### config.mk
export PLATFORM = sky130hd
export DESIGN_NAME = tcap_unit
export DESIGN_NICKNAME = d
export VERILOG_FILES = /design/src/rtl/tcap_unit.sv
export SDC_FILE = /design/constraint.sdc
export NUM_CORES = 1
export LEC_CHECK = 0
export BUFFER_PORTS_ARGS = -buffer_cell sky130_fd_sc_hd__buf_4
export CAP_MARGIN = 20
export CORE_UTILIZATION = 52
export DETAILED_ROUTE_END_ITERATION = 6
export PLACE_DENSITY = 0.74
export REMOVE_ABC_BUFFERS = 1
export SYNTH_ARGS = -nofsm -noshare
export SYNTH_HDL_FRONTEND = slang
export SYNTH_SLANG_ARGS = --single-unit
### constraint.sdc
create_clock -name clk -period 5.8 [get_ports clk]
set_input_delay 1.74 -clock clk [delete_from_list [all_inputs] [get_ports clk]]
set_output_delay 1.74 -clock clk [all_outputs]
set_load 0.02 [all_outputs]
### src/rtl/tcap_unit.sv
module tcap_unit (
  input  logic       clk,
  input  logic       rst_n,
  input  logic       cnt_en,
  input  logic       top_mode,
  input  logic       cap_in,
  input  logic       cmp_in,
  input  logic       src_sel,
  input  logic       edge_rise,
  input  logic       gie,
  input  logic [3:0] bus_addr,
  input  logic       bus_wr,
  input  logic       bus_rd,
  input  logic [7:0] bus_wdata,
  output logic [7:0] bus_rdata,
  output logic       irq_cap,
  output logic       irq_cmpa,
  output logic       irq_cmpb,
  output logic       irq_ovf
);
  localparam logic [7:0] MASK_LIVE = 8'h27;

  logic [15:0] cnt_q, cap_q, cmpa_q, cmpb_q;
  logic [7:0]  tmp_q, mask_q, flag_q;
  logic [2:0]  sync_q;

  wire src     = src_sel ? cmp_in : cap_in;
  wire rise    = sync_q[1] & ~sync_q[2];
  wire fall    = ~sync_q[1] & sync_q[2];
  wire cap_evt = edge_rise ? rise : fall;

  wire       wide   = ~bus_addr[3];
  wire [1:0] rsel   = bus_addr[2:1];
  wire       wr_lo  = bus_wr & wide & ~bus_addr[0];
  wire       wr_hi  = bus_wr & wide & bus_addr[0];
  wire       rd_lo  = bus_rd & wide & ~bus_addr[0];
  wire [15:0] commit = {tmp_q, bus_wdata};

  logic [15:0] sel16;
  always_comb begin
    case (rsel)
      2'd0:    sel16 = cnt_q;
      2'd1:    sel16 = cap_q;
      2'd2:    sel16 = cmpa_q;
      default: sel16 = cmpb_q;
    endcase
  end

  wire at_top = top_mode ? (cnt_q == cap_q) : (cnt_q == 16'hFFFF);
  wire wrap   = cnt_en & at_top;
  wire [7:0] set_v = {2'b00, cap_evt, 2'b00,
                      cnt_en & (cnt_q == cmpb_q),
                      cnt_en & (cnt_q == cmpa_q), wrap};
  wire [7:0] clr_v = (bus_wr && bus_addr == 4'h9) ? (bus_wdata & MASK_LIVE) : 8'h00;

  always_ff @(posedge clk) begin
    if (!rst_n) begin
      sync_q <= '0;
      cnt_q  <= '0;
      cap_q  <= '0;
      cmpa_q <= '0;
      cmpb_q <= '0;
      tmp_q  <= '0;
      mask_q <= '0;
      flag_q <= '0;
    end else begin
      sync_q <= {sync_q[1:0], src};
      if (wr_lo && rsel == 2'd0) cnt_q <= commit;
      else if (cnt_en)           cnt_q <= at_top ? 16'h0000 : cnt_q + 16'd1;
      if (cap_evt)                    cap_q <= cnt_q;
      else if (wr_lo && rsel == 2'd1) cap_q <= commit;
      if (wr_lo && rsel == 2'd2) cmpa_q <= commit;
      if (wr_lo && rsel == 2'd3) cmpb_q <= commit;
      if (wr_hi)      tmp_q <= bus_wdata;
      else if (rd_lo) tmp_q <= sel16[15:8];
      if (bus_wr && bus_addr == 4'h8) mask_q <= bus_wdata & MASK_LIVE;
      flag_q <= (flag_q & ~clr_v) | set_v;
    end
  end

  always_comb begin
    if (wide)                  bus_rdata = bus_addr[0] ? tmp_q : sel16[7:0];
    else if (bus_addr == 4'h8) bus_rdata = mask_q;
    else if (bus_addr == 4'h9) bus_rdata = flag_q;
    else                       bus_rdata = 8'h00;
  end

  wire [7:0] pend = flag_q & mask_q & {8{gie}};
  assign irq_cap  = pend[5];
  assign irq_cmpb = pend[2];
  assign irq_cmpa = pend[1];
  assign irq_ovf  = pend[0];
endmodule


# Word-level counts from Yosys, hierarchy flattened
# Index checks and enable logic that the tools add are counted.
dict set report totals {
  regBits 87
  output_inout_bits 12
  word_cells 63
}
dict set report classes {
  n_addsub 1
  n_eq_ne 9
  muxes 16
  n_bitwise 19
  reduce_logical 10
}
# cell count
set op_table {}
lappend op_table {{$mux 16} 5}
lappend op_table {{$eq 16x16->1} 3}
lappend op_table {{$mux 8} 6}
lappend op_table {{$pmux 16 s3} 1}
lappend op_table {{$add 16x1->16 const B} 1}
lappend op_table {{$eq 16x16->1 const B} 1}
lappend op_table {{$and 6x6->6} 2}
lappend op_table {{$and 1x1->1} 10}
lappend op_table {{$and 8x8->8} 1}
lappend op_table {{$eq 4x4->1 const B} 2}
lappend op_table {{$not 6->8} 1}
lappend op_table {{$or 8x6->8} 1}
lappend op_table {{$logic_and 1x1->1} 6}
lappend op_table {{$mux 6} 1}
lappend op_table {{$reduce_bool 2->1} 3}
lappend op_table {{$eq 2x2->1 const B} 2}
lappend op_table {{$not 1->1} 4}
lappend op_table {{$mux 1} 3}
lappend op_table {{$eq 2x1->1 const B} 1}
lappend op_table {{$logic_not 2->1} 1}

# Longest topological paths before layout
dict set report logic_depth {
  word_depth 6
  mapped_depth 8
  mapped_depth_nobuf 6
}

# Least setup slack after synthesis
# No wires, ideal clock.
dict set report synth_timing {
  path_type {input -> output}
  startpoint {in bus_addr[2]}
  endpoint {out bus_rdata[7]}
  t_arrival_ns 2.992
  t_required_ns 4.060
  path_slack_ns 1.068
  cell_stages 5
  path_cell_list {buf_4 > buf_2 > mux4_1 > mux2i_1 > nor2_1}
}
dict set report synth_via {
  elab_chain_len 4
  word_cells_on_any_way 10
  cone_classes {eq/ne (4); mux (5); reduce/logical (1)}
}
# item line_no
set synth_rtl {}
lappend synth_rtl {{from (decl)} 11} ;# input logic [3:0] bus_addr,
lappend synth_rtl {{$eq 2x2->1, or another cell as far along} 41} ;# case (rsel)
lappend synth_rtl {{$pmux 16 s3 or $mux 8 (tied branches)} {41, 84}}
lappend synth_rtl {{$mux 8, on equally long branches} {82, 83}}
lappend synth_rtl {{$mux 8 *} 82} ;# if (wide) bus_rdata = bus_addr[0] ? tmp_q : sel16[7:0];
lappend synth_rtl {{to (decl)} 15} ;# output logic [7:0] bus_rdata,
# Mark *: on every way between the ends. The rest lies on a longest branch, timed or not.

# Worst setup path in the final report
dict set report layout_timing {
  startpoint {in bus_addr[2]}
  endpoint {out bus_rdata[2]}
}
# The elaborated chain is that of the path after synthesis.

==> impl_metrics.py <==
metrics = {
    "status": {
        "status": "finished clean",
    },
    "route": {
        "vias": 4642,
        "drtAntennaViolNets": 0,
        "vias_per_cell": 6.53,
        "wl_per_cell_um": 20.9,
        "first_pass_iters": 7,
        "routed_wirelength_um": 14900,
        "route.detailed.drc": 0,
        "drt_iter0_drc": 412,
    },
    "clock_network": {
        "cts_hold_buffers": 0,
        "clk_pin_slew_worst_paths_ps": 90,
        "worstSkewPairLatency_ps": 360,
        "cts_buffers": 9,
        "numClockSinks": 83,
        "htreeDepth": 3,
        "cts_buffer_depth": 2,
        "postCtsSetupBuffers": 0,
        "root_buffer": "clkbuf_8",
        "cts_tree": "built",
        "cts_resized": 0,
    },
    "worst_hold_path": {
        "min_to": "sync_q[1]",
        "whs_path_depth": 1,
        "hp-class": "flop to flop",
        "hold_start": "sync_q[0]",
    },
    "final_layout": {
        "syn_to_final_growth_pct": 6.99,
        "finish.utilization": 0.586,
        "antennaDiodeCount": 0,
        "nNetsFinal": 601,
        "drive_gt1_frac": 0.153,
    },
    "critical_path": {
        "crit_fanout": 22,
        "reg2reg_from": "cnt_q[3]",
        "cp-start-kind": "input pin",
        "ff2ff_setup_slack_ps": 3250,
        "r2r-end": "cnt_q[8]",
        "crit_type": "input pin to output port",
        "cp-end-kind": "output port",
        "cp.required_ps": 4060,
        "r2r_cells": 5,
        "arrival_ps": 3060,
    },
    "grt": {
        "grt_pass1_wl_um": 23900,
        "track_usage": 0.305,
        "grt_overflow": 0,
        "grt_max_degree": 52,
        "antenna_found_initial": 0,
        "first_global_vias": 4468,
    },
    "logic_synthesis": {
        "yosysSeqAreaShare": 0.322,
        "synth_area_leaders": "dfxtp_1 32%, mux2i_1 9.9%, xnor2_1 7.1%",
        "syn_inst": 583,
        "yosysMostFrequentCell": "dfxtp_1",
        "ys.flop_type": "dfxtp_1",
        "synth-edff-count": 0,
        "yosysTopAreaCellShare": 0.322,
        "ys_ff_latch": 83,
        "synthArstFlopShare": 0,
        "synth_top_area_cell": "dfxtp_1",
        "synth.avg_cell_area_um2": 8.84,
        "synth_common_cells": "83 x dfxtp_1, 62 x nand2_1, 60 x nor2_1, 51 x mux2i_1, 42 x xnor2_1",
        "yosysWarnings": 0,
        "syn-cell-area_um2": 5150,
        "synth_cell_types": 53,
    },
    "sta": {
        "finalHoldViolCount": 0,
        "tightest_slew_ps": 754,
        "min_period_ps": 4800,
        "finalMaxSlewViolations": 0,
        "finalSetupViolations": 0,
        "fin_crit_sh": 0.828,
        "max_slew_margin": 0.496,
        "fin_worst_skew_ps": 10.2,
        "tns_ps": 0,
        "grt_setup_unrepaired": "false",
        "max_freq_mhz": 208,
        "whs_ps": 469,
    },
    "die": {
        "fp.dieArea_um2": 10300,
        "chipHeight_um": 102,
        "start_util": 0.548,
        "die-width_um": 102,
        "rows": 35,
        "pin_count": 35,
        "core_region_area_um2": 9420,
    },
    "power_and_ir_drop": {
        "p_sw_mw": 0.346,
        "clkPwrFrac": 0.362,
        "netSwitchingFraction": 0.285,
        "totalPowerFinal_mw": 1.21,
        "p_comb_frac": 0.128,
        "power_frac_seq": 0.510,
        "ir_worst_vdd_v": 0.000104,
        "p_int_mw": 0.865,
        "p_leak_nw": 1.93,
        "cellPowerDensity_nw_per_um2": 219,
    },
    "placement": {
        "place.port_buffers": 34,
        "dp_hpwl_um": 10200,
        "gp_congestion": 0.957,
    },
    "run": {
        "cap_violations": 0,
    },
}
==> layout make-up <==
type / instances / area, µm²
Sequential cell: 83 / 1660
Tap cell: 129 / 161
Multi-Input combinational cell: 440 / 3190
Fill cell: 841 / 3900
Timing Repair Buffer: 38 / 285
Clock buffer: 10 / 138
Clock inverter: 6 / 65.1
Inverter: 5 / 18.8
==> worst max-delay path by stage <==
stage	startpoint	endpoint	slack, ps	cells after the start
after floorplan	bus_addr[2]	bus_rdata[5]	1480	2
after global placement	bus_addr[2]	bus_rdata[7]	1030	5
after detailed placement	bus_addr[2]	bus_rdata[2]	990	5
after CTS	bus_addr[2]	bus_rdata[2]	990	5
after global routing	bus_addr[2]	bus_rdata[2]	940	5
final	bus_addr[2]	bus_rdata[2]	1000	5
==> metal layers <==
layer  vias up  GRT usage  part of all wire
met3        45     0.0421             0.088
met4         0      0.129             0.029
li1       2099          -                 -
met2       275      0.485              0.46
met5         -          0                 0
met1      2223      0.415              0.42
==> critical path, cell delays in order <==
cell and delay, ps:
buf_4 320, mux4_2 560, mux2i_1 160, o22ai_1 100, buf_4 170
==> state kept, by name, summed over array words and instances (netlist names) <==
name / count
cap_q: 16
flag_q: 4
cmpa_q: 16
tmp_q: 8
mask_q: 4
cnt_q: 16
cmpb_q: 16
sync_q: 3
==> cells in the final DEF (no fill, tap or decap), drive strengths merged, types with 8 or more instances in the layout <==
cell type / n
dfxtp: 83
nand2: 62
nor2: 61
mux2i: 51
xnor2: 42
buf: 38
a21oi: 38
nand3: 24
a211oi: 17
mux4: 16
nor3b: 16
a22oi: 13
nand4: 12
o32ai: 10
clkbuf: 10
o21ai: 9
and3: 8
a21bo: 8
==> cell families (layout without fill, tap and decap cells) <==
family	Yosys count	in the layout	share of synthesized area
AND/OR/NAND/NOR	211	211	0.212
AO/OA/AOI/OAI	114	114	0.152
flip-flops	83	83	0.322
multiplexers	68	68	0.173
buffers and inverters	60	59	0.0604
XOR/XNOR	46	46	0.0782
adder cells (fa/ha/maj)	1	1	0.00243
==> power by group through the flow <==
stage	combinational, mW	clock (mW)	sequential [mW]
after floorplan	0.0910	0	0.617
after global placement	0.147	0	0.628
after detailed placement	0.152	0	0.629
after CTS	0.153	0.443	0.615
after global routing	0.166	0.471	0.619
final	0.155	0.439	0.617
==> per-stage QoR <==
stage / instance area [µm²] / worst slack, ps / std cells
6_report: 5520 / 996 / 711
5_1_grt: 5520 / 939 / 711
3_3_place_gp: 5310 / 1030 / 695
2_1_floorplan: 4860 / 1480 / 528
3_5_place_dp: 5310 / 988 / 695
4_1_cts: 5520 / 987 / 711
No activity file was read; power rests on OpenSTA's default activity.
